===== config.mk =====
export PLATFORM = sky130hd
export DESIGN_NAME = irq_cascade
export DESIGN_NICKNAME = d
export VERILOG_FILES = /design/src/rtl/irq_casc_pkg.sv /design/src/rtl/irq_unit.sv /design/src/rtl/irq_cascade.sv
export SDC_FILE = /design/constraint.sdc
export NUM_CORES = 1
export LEC_CHECK = 0
export BUFFER_PORTS_ARGS = -buffer_cell sky130_fd_sc_hd__buf_2
export CAP_MARGIN = 10
export CORE_UTILIZATION = 35
export DETAILED_ROUTE_END_ITERATION = 12
export PLACE_DENSITY = 0.59
export SLEW_MARGIN = 0
export SYNTH_ARGS = -nofsm -noshare
export SYNTH_HDL_FRONTEND = slang
export SYNTH_SLANG_ARGS = --single-unit

===== constraint.sdc =====
create_clock -name clk -period 7.4 [get_ports clk]
set_input_delay 1.48 -clock clk [delete_from_list [all_inputs] [get_ports clk]]
set_output_delay 1.48 -clock clk [all_outputs]
set_load 0.005 [all_outputs]

===== src/rtl/irq_casc_pkg.sv =====
package irq_casc_pkg;
  localparam int LINES   = 8;
  localparam int LINE_W  = $clog2(LINES);
  localparam int VEC_W   = 8;
  localparam int NCTL    = 2;
  localparam int CASC    = 2;

  typedef logic [LINE_W-1:0] line_t;

  typedef struct packed {
    logic  hit;
    line_t line;
  } win_t;

  // First pending line counted upward from base, granted only when it comes
  // strictly before every in-service line in the same order.
  function automatic win_t pick(input logic [LINES-1:0] pend,
                                input logic [LINES-1:0] busy,
                                input line_t base);
    int    pp;
    int    cp;
    line_t l;
    win_t  r;
    pp = LINES;
    cp = LINES;
    for (int k = LINES - 1; k >= 0; k--) begin
      l = base + line_t'(k);
      if (pend[l]) pp = k;
      if (busy[l]) cp = k;
    end
    r.hit  = (pp < cp);
    r.line = base + line_t'(pp);
    return r;
  endfunction

  function automatic logic [VEC_W-1:0] vec_of(input logic [VEC_W-1:0] base,
                                              input line_t l);
    logic [VEC_W-1:0] keep;
    keep = {{(VEC_W-LINE_W){1'b1}}, {LINE_W{1'b0}}};
    return (base & keep) + VEC_W'(l);
  endfunction
endpackage


===== src/rtl/irq_unit.sv =====
module irq_unit
  import irq_casc_pkg::*;
(
  input  logic             clk,
  input  logic             rst_n,
  input  logic [LINES-1:0] req,
  input  logic [LINES-1:0] lvl,
  input  logic [LINES-1:0] inject,
  input  logic             aeoi,
  input  logic             rot_aeoi,
  input  logic             ack_i,
  output logic             win_hit,
  output line_t            win_line
);
  logic [LINES-1:0] last_q, irr_q, isr_q, irr_d;
  logic [LINES-1:0] take_mask, clr;
  line_t            padd_q;
  win_t             w;

  assign w         = pick(irr_q, isr_q, padd_q);
  assign win_hit   = w.hit;
  assign win_line  = w.line;
  assign take_mask = ack_i ? (LINES'(1) << w.line) : '0;
  assign clr       = take_mask & ~lvl;

  for (genvar g = 0; g < LINES; g++) begin : g_line
    assign irr_d[g] = (lvl[g] ? req[g]
                              : ((irr_q[g] & ~clr[g]) | (req[g] & ~last_q[g])))
                      | inject[g];
  end

  always_ff @(posedge clk) begin
    if (!rst_n) begin
      last_q <= '0;
      irr_q  <= '0;
      isr_q  <= '0;
      padd_q <= '0;
    end else begin
      last_q <= req;
      irr_q  <= irr_d;
      if (ack_i && !aeoi) isr_q <= isr_q | take_mask;
      if (ack_i && aeoi && rot_aeoi) padd_q <= w.line + line_t'(1);
    end
  end

  // ack is only routed to a unit that holds a winner
  p_ack_has_win_r1: assert property (@(posedge clk) disable iff (!rst_n)
    ack_i |-> win_hit);
  p_isr_set_r5: assert property (@(posedge clk) disable iff (!rst_n)
    (ack_i && !aeoi) |=> isr_q[$past(w.line)]);
  p_rotate_r6: assert property (@(posedge clk) disable iff (!rst_n)
    (ack_i && aeoi && rot_aeoi) |=> (padd_q == $past(w.line) + line_t'(1)));
  p_aeoi_no_isr_r6: assert property (@(posedge clk) disable iff (!rst_n)
    (ack_i && aeoi) |=> $stable(isr_q));
  p_level_kept_r3: assert property (@(posedge clk) disable iff (!rst_n)
    (ack_i && lvl[w.line] && req[w.line]) |=> irr_q[$past(w.line)]);
endmodule


===== src/rtl/irq_cascade.sv =====
module irq_cascade
  import irq_casc_pkg::*;
(
  input  logic                   clk,
  input  logic                   rst_n,
  input  logic [NCTL*LINES-1:0]  irq_in,
  input  logic [NCTL*LINES-1:0]  trig_level,
  input  logic                   ack,
  input  logic [VEC_W-1:0]       master_base,
  input  logic [VEC_W-1:0]       slave_base,
  input  logic [NCTL-1:0]        auto_eoi,
  input  logic [NCTL-1:0]        rot_aeoi,
  output logic                   int_out,
  output logic [VEC_W-1:0]       vec,
  output logic                   vec_valid
);
  localparam logic [LINES-1:0] CASC_BIT = LINES'(1) << CASC;

  logic [LINES-1:0] c_req [NCTL];
  logic [LINES-1:0] c_lvl [NCTL];
  logic [LINES-1:0] c_inj [NCTL];
  logic             c_ack [NCTL];
  logic             c_hit [NCTL];
  line_t            c_line[NCTL];
  logic             casc_win;
  logic [VEC_W-1:0] vec_d;

  assign casc_win = c_hit[0] && (c_line[0] == line_t'(CASC));
  assign c_ack[0] = ack && c_hit[0];
  assign c_ack[1] = c_ack[0] && casc_win && c_hit[1];

  always_comb begin
    c_req[0] = irq_in[LINES-1:0] & ~CASC_BIT;
    c_lvl[0] = trig_level[LINES-1:0] & ~CASC_BIT;
    c_inj[0] = (c_hit[1] && !c_ack[1]) ? CASC_BIT : '0;
    c_req[1] = irq_in[2*LINES-1:LINES];
    c_lvl[1] = trig_level[2*LINES-1:LINES];
    c_inj[1] = '0;
  end

  for (genvar c = 0; c < NCTL; c++) begin : g_ctl
    irq_unit u_ctl (
      .clk      (clk),
      .rst_n    (rst_n),
      .req      (c_req[c]),
      .lvl      (c_lvl[c]),
      .inject   (c_inj[c]),
      .aeoi     (auto_eoi[c]),
      .rot_aeoi (rot_aeoi[c]),
      .ack_i    (c_ack[c]),
      .win_hit  (c_hit[c]),
      .win_line (c_line[c])
    );
  end

  always_comb begin
    if (!c_hit[0])
      vec_d = vec_of(master_base, line_t'(LINES-1));
    else if (casc_win)
      vec_d = vec_of(slave_base, c_hit[1] ? c_line[1] : line_t'(LINES-1));
    else
      vec_d = vec_of(master_base, c_line[0]);
  end

  assign int_out = c_hit[0];

  always_ff @(posedge clk) begin
    if (!rst_n) begin
      vec_valid <= 1'b0;
      vec       <= '0;
    end else begin
      vec_valid <= ack;
      if (ack) vec <= vec_d;
    end
  end

  p_strobe_r11: assert property (@(posedge clk) disable iff (!rst_n)
    ack |=> vec_valid);
  p_strobe_idle_r11: assert property (@(posedge clk) disable iff (!rst_n)
    !ack |=> !vec_valid);
  p_spurious_r8: assert property (@(posedge clk) disable iff (!rst_n)
    (ack && !int_out) |=> (vec[LINE_W-1:0] == line_t'(LINES-1)));
  p_slave_via_master_r7: assert property (@(posedge clk) disable iff (!rst_n)
    c_ack[1] |-> (c_ack[0] && casc_win));
endmodule


After elaboration in Yosys (flattened, before gate mapping)
Cells that the tools add are included.
{"block": "totals", "out_inout_bits": 10, "ff_bits": 62}
{"block": "op_classes", "n_reduce_logical": 14, "shifts": 2, "n_lt_le_gt_ge": 18, "n_addsub": 21, "n_bitwise": 91, "eq_ne": 1, "muxes": 117}
{"op": "4-bit 2-to-1 mux", "n": 32}
{"op": "1-bit binary-select mux with 3-bit select", "n": 32}
{"op": "3-bit by 4-bit less-than comparator with 1-bit output (second input constant)", "n": 16}
{"op": "1-bit 2-to-1 mux", "n": 47}
{"op": "8-bit 2-to-1 mux", "n": 4}
{"op": "1-bit AND", "n": 31}
{"op": "1-bit NOT", "n": 31}
{"op": "3-bit adder (second input constant)", "n": 8}
{"op": "1-bit OR", "n": 18}
{"op": "8-bit by 3-bit adder with 8-bit output", "n": 2}
{"op": "8-bit AND", "n": 2}
{"op": "8-bit NOT", "n": 2}
{"op": "8-bit OR", "n": 2}
{"op": "1-bit by 3-bit left shift with 8-bit output (first input constant)", "n": 2}
{"op": "3-bit by 1-bit adder with 3-bit output (second input constant)", "n": 4}
{"op": "3-bit by 2-bit adder with 3-bit output (second input constant)", "n": 4}
{"op": "1-bit logical AND", "n": 11}
{"op": "8-bit by 3-bit adder with 8-bit output (second input constant)", "n": 1}
{"op": "4-bit less-than comparator", "n": 2}
{"op": "3-bit adder", "n": 2}
{"op": "3-bit 2-to-1 mux", "n": 2}
{"op": "1-bit OR (second input constant)", "n": 5}
{"op": "3-bit by 2-bit equality test with 1-bit output (second input constant)", "n": 1}
{"op": "1-bit zero test", "n": 3}

Logic depth before layout (Yosys ltp)
{"block": "depth", "depth_word": 22, "depth_mapped": 24, "depth_no_buf": 19}

By module
From an unflattened synthesis, not the netlist that was laid out.
{"block": "hier_totals", "hier_cells": 577, "area_unflattened_um2": 5266.3}
{"module": "irq_unit", "cells_per_inst": 266, "instances": 2, "area_each_um2": 2434.8}
{"module": "irq_cascade", "cells_per_inst": 45, "instances": 1, "area_each_um2": 396.6}

Least setup slack after synthesis
Ideal clock, no wire load.
{"block": "synth_path", "kind": "register to output", "startpoint": "register g_ctl[0].u_ctl.padd_q[0]", "endpoint": "output int_out", "path_buffers": 6, "arrival_time_ns": 4.353, "path_stages_with_launch": 22, "path_slack_ns": 1.567, "cell_sequence": "dfxtp_1 -> buf_2 -> buf_4 -> buf_2 -> buf_2 -> inv_1 -> ha_1 -> buf_6 -> buf_8 -> mux4_2 -> nor2b_1 -> a211o_1 -> inv_1 -> nand2_1 -> and3_1 -> o21ai_0 -> ha_1 -> o21a_1 -> o21ai_0 -> a21oi_1 -> a31oi_1 -> and2_0"}
{"block": "synth_via", "elab_chain_len": 12, "elab_cells_between_ends": 56, "classes_between": "add/sub (7); order compare (1); mux (48)"}
{"element": "start: declaration", "line": "irq_unit.sv:17", "source": "line_t padd_q;"}
{"element": "start signal: assignment", "line": "irq_unit.sv:42", "source": "if (ack_i && aeoi && rot_aeoi) padd_q <= w.line + line_t'(1);"}
{"element": "3-bit adder", "line": "irq_casc_pkg.sv:27", "source": "l = base + line_t'(k);"}
{"element": "1-bit binary-select mux with 3-bit select (on tied branches)", "line": "irq_casc_pkg.sv:28, irq_casc_pkg.sv:29"}
{"element": "1-bit 2-to-1 mux (on tied branches)", "line": "irq_casc_pkg.sv:28, irq_casc_pkg.sv:29"}
{"element": "4-bit 2-to-1 mux (on tied branches) (8 in a row)", "line": "irq_casc_pkg.sv:28, irq_casc_pkg.sv:29"}
{"element": "4-bit less-than comparator (*)", "line": "irq_casc_pkg.sv:31", "source": "r.hit = (pp < cp);"}
{"element": "end: declaration", "line": "irq_cascade.sv:13", "source": "output logic int_out,"}
Mark *: on every way between the ends. The rest lies on a longest branch, timed or not. The select of a mux whose other input is x is not followed.

Worst setup path after layout
{"block": "layout_path", "startpoint": "register g_ctl[0].u_ctl.padd_q[1]", "endpoint": "output int_out"}
The elaborated chain is that of the path after synthesis.

==> flow_summary.toml <==
[floorplan]
rows = 45
core_area_um2 = 15300
pin_count = 65
die_area_um2 = 16300
die_y_um = 128
die_w_um = 128
start_util = 0.362

[routing]
drc = 0
drt_first_pass_iters = 5
drt-total-wl_um = 13400
wl_per_cell_um = 15.9
drtIter0Drc = 352
drtAntennaViolNets = 0
vias_per_cell = 5.61
num_vias = 4715

[cells_and_area]
fin_nets = 707
fillers = 1529
syn_to_final_growth_pct = 11.8
final_core_util = 0.404
final_common_cell = "dfxtp_1"
n_antenna_cell = 0
design_area_um2 = 6190
layout_common_cells = "62 x dfxtp_1, 58 x nand2_1, 56 x buf_2, 43 x mux4_2, 41 x inv_1"
drive_gt1_frac = 0.246

[sta]
report.final.slew_viol_count = 0
rsz0062_at_grt = "no"
finalSetupViolCount = 0
slew_headroom = 0.472
skew_ps = 3.95
fin_crit_ps = 6450
worst_pin_slew_ps = 791
tns_ps = 0
fmax_mhz = 155
hold_viol_final = 0
post-route-period-util = 0.871

[yosys]
yosys_warnings = 0
synth-main-ff-cell = "dfxtp_1"
synthCells = 588
async_flop_share = 0
netlist.area_leader.share = 0.224
syn_area_per_cell_um2 = 9.42
yosys.area.top_type = "dfxtp_1"
synth_nets = 669
ys_ff_latch = 62
synth-edff-count = 0
synth.area.top_cells = "dfxtp_1 22%, mux4_2 17%, mux2i_1 6.3%"
yosys.cell_types.count = 74
ys_seq_area_frac = 0.224
syn_area_um2 = 5540

[global_routing]
track_usage = 0.170
grt_pass1_vias = 4586
busiest_layer = "met2"
antenna_found_initial = 0
grt_util_met3 = 0.0171
grt_remaining_overflow = 0
grt_max_degree = 55
grtUsageMet1 = 0.238
grt_pass1_wl_um = 22500
use_met2 = 0.272

[placed_design]
io_buffers = 56
place_area_um2 = 5920
gp_congestion = 0.808
dp_hpwl_um = 10300

[setup_path]
r2r_setup_slack_ps = 1410
cp.required_ps = 5920
arrival_ps = 4970
critPathKind = "flop to output pin"
cp-endpoint = "int_out"
worstSetupStartpointType = "flop"
r2r-start = "g_ctl[1].u_ctl.padd_q[0]"
cp-end-kind = "output pin"
setup.worst_path.start = "g_ctl[0].u_ctl.padd_q[1]"
reg2regPathDepth = 18
path_max_fanout = 11
r2r_end = "g_ctl[1].u_ctl.irr_q[1]"

[clock_tree]
cts-root-buf = "clkbuf_16"
cts_tree = "yes"
clk_path_buf_depth = 2
htree_levels = 3
clk_latency_ps = 320
cts-buffers-inserted = 9
clock_sinks = 62
clkTransAtPathRegs_ps = 50
postCtsHoldBufs = 0
post-cts-setup-buffers = 0
cts_resized = 0

[run]
maxCapViolCount = 0

[hold_path]
worst_hold_path_type = "flop to flop"

[pwr]
pwr_density_cell_nw_per_um2 = 456
leakagePower_nw = 2.42
max-vdd-ir-drop_mv = 0.279

[outcome]
status = "completed"
power breakdown:
group	internal [mW]	switching [mW]	total [mW]
clock	0.241	0.143	0.384
sequential	0.395	0.0782	0.474
combinational	0.787	1.18	1.96
worst max-delay path: stages (launching register included):
cell	delay, ps
dfxtp_1	330
inv_1	70
ha_1	610
buf_4	300
mux2_2	380
mux4_2	520
or2_1	260
a211oi_1	230
a31oi_1	70
nor2_1	140
ha_1	230
o21a_1	200
o21ai_0	250
a21oi_1	70
a31oi_1	450
and2_0	360
buf_2	180
final cells by class:
type / instances / area [µm²] / area share
Sequential cell: 62 / 1240 / 0.200
Inverter: 43 / 161 / 0.0261
Clock inverter: 4 / 22.5 / 0.00364
Multi-Input combinational cell: 445 / 3900 / 0.630
Timing Repair Buffer: 65 / 348 / 0.0562
Clock buffer: 11 / 253 / 0.0408
Tap cell: 211 / 264 / 0.0426
state kept, by name, summed over array words and instances (netlist names):
signal and flops:
g_ctl.u_ctl.irr_q 16, g_ctl.u_ctl.isr_q 16, g_ctl.u_ctl.last_q 15, g_ctl.u_ctl.padd_q 6, vec 8, vec_valid 1
layer usage:
layer,part of all wire,vias up
met5,0,-
met3,0.033,11
met1,0.48,2292
met2,0.48,109
met4,0.011,0
li1,-,2303
cells by family (layout without fill, tap and decap cells):
| group | count (synthesis) | count (layout) | synth area share |
|---|---|---|---|
| simple gates | 185 | 185 | 0.182 |
| compound gates | 134 | 134 | 0.176 |
| mux | 92 | 92 | 0.268 |
| buf+inv | 81 | 123 | 0.0716 |
| flops | 62 | 62 | 0.224 |
| fa+ha+maj | 26 | 26 | 0.0614 |
| xor+xnor | 8 | 8 | 0.0167 |
Yosys cell counts (8+ instances only):
cell type  number
a21oi_1        15
clkbuf_1       17
inv_1          41
o21a_1         11
o31ai_1         8
buf_2           8
nand3_1        15
mux2i_1        35
a31oi_1        11
ha_1           24
mux2_2         12
nand2_1        58
and2_1         19
mux4_2         43
o21ai_0        23
nor2_1         28
dfxtp_1        62
worst min-delay path by stage:
| stage | start | to | slack (ps) | cells after the start |
|---|---|---|---|---|
| 2_1_floorplan | g_ctl[0].u_ctl.last_q[0] | g_ctl[0].u_ctl.irr_q[0] | 450 | 3 |
| 3_3_place_gp | g_ctl[0].u_ctl.last_q[3] | g_ctl[0].u_ctl.irr_q[3] | 460 | 3 |
| 3_5_place_dp | g_ctl[0].u_ctl.last_q[7] | g_ctl[0].u_ctl.irr_q[7] | 470 | 3 |
| 4_1_cts | g_ctl[0].u_ctl.last_q[7] | g_ctl[0].u_ctl.irr_q[7] | 480 | 3 |
| 5_1_grt | g_ctl[0].u_ctl.last_q[6] | g_ctl[0].u_ctl.irr_q[6] | 500 | 3 |
| 6_report | g_ctl[0].u_ctl.last_q[7] | g_ctl[0].u_ctl.irr_q[7] | 470 | 3 |
through the flow:
stage	setup slack [ps]	cells	hold slack, ps	power [mW]
after floorplan	1570	588	449	2.02
after global placement	1420	826	458	2.38
after detailed placement	1330	826	467	2.43
after CTS	979	841	479	2.84
after global routing	607	841	501	3.07
final	955	841	475	2.82
Power figures use the tool's default switching activity.
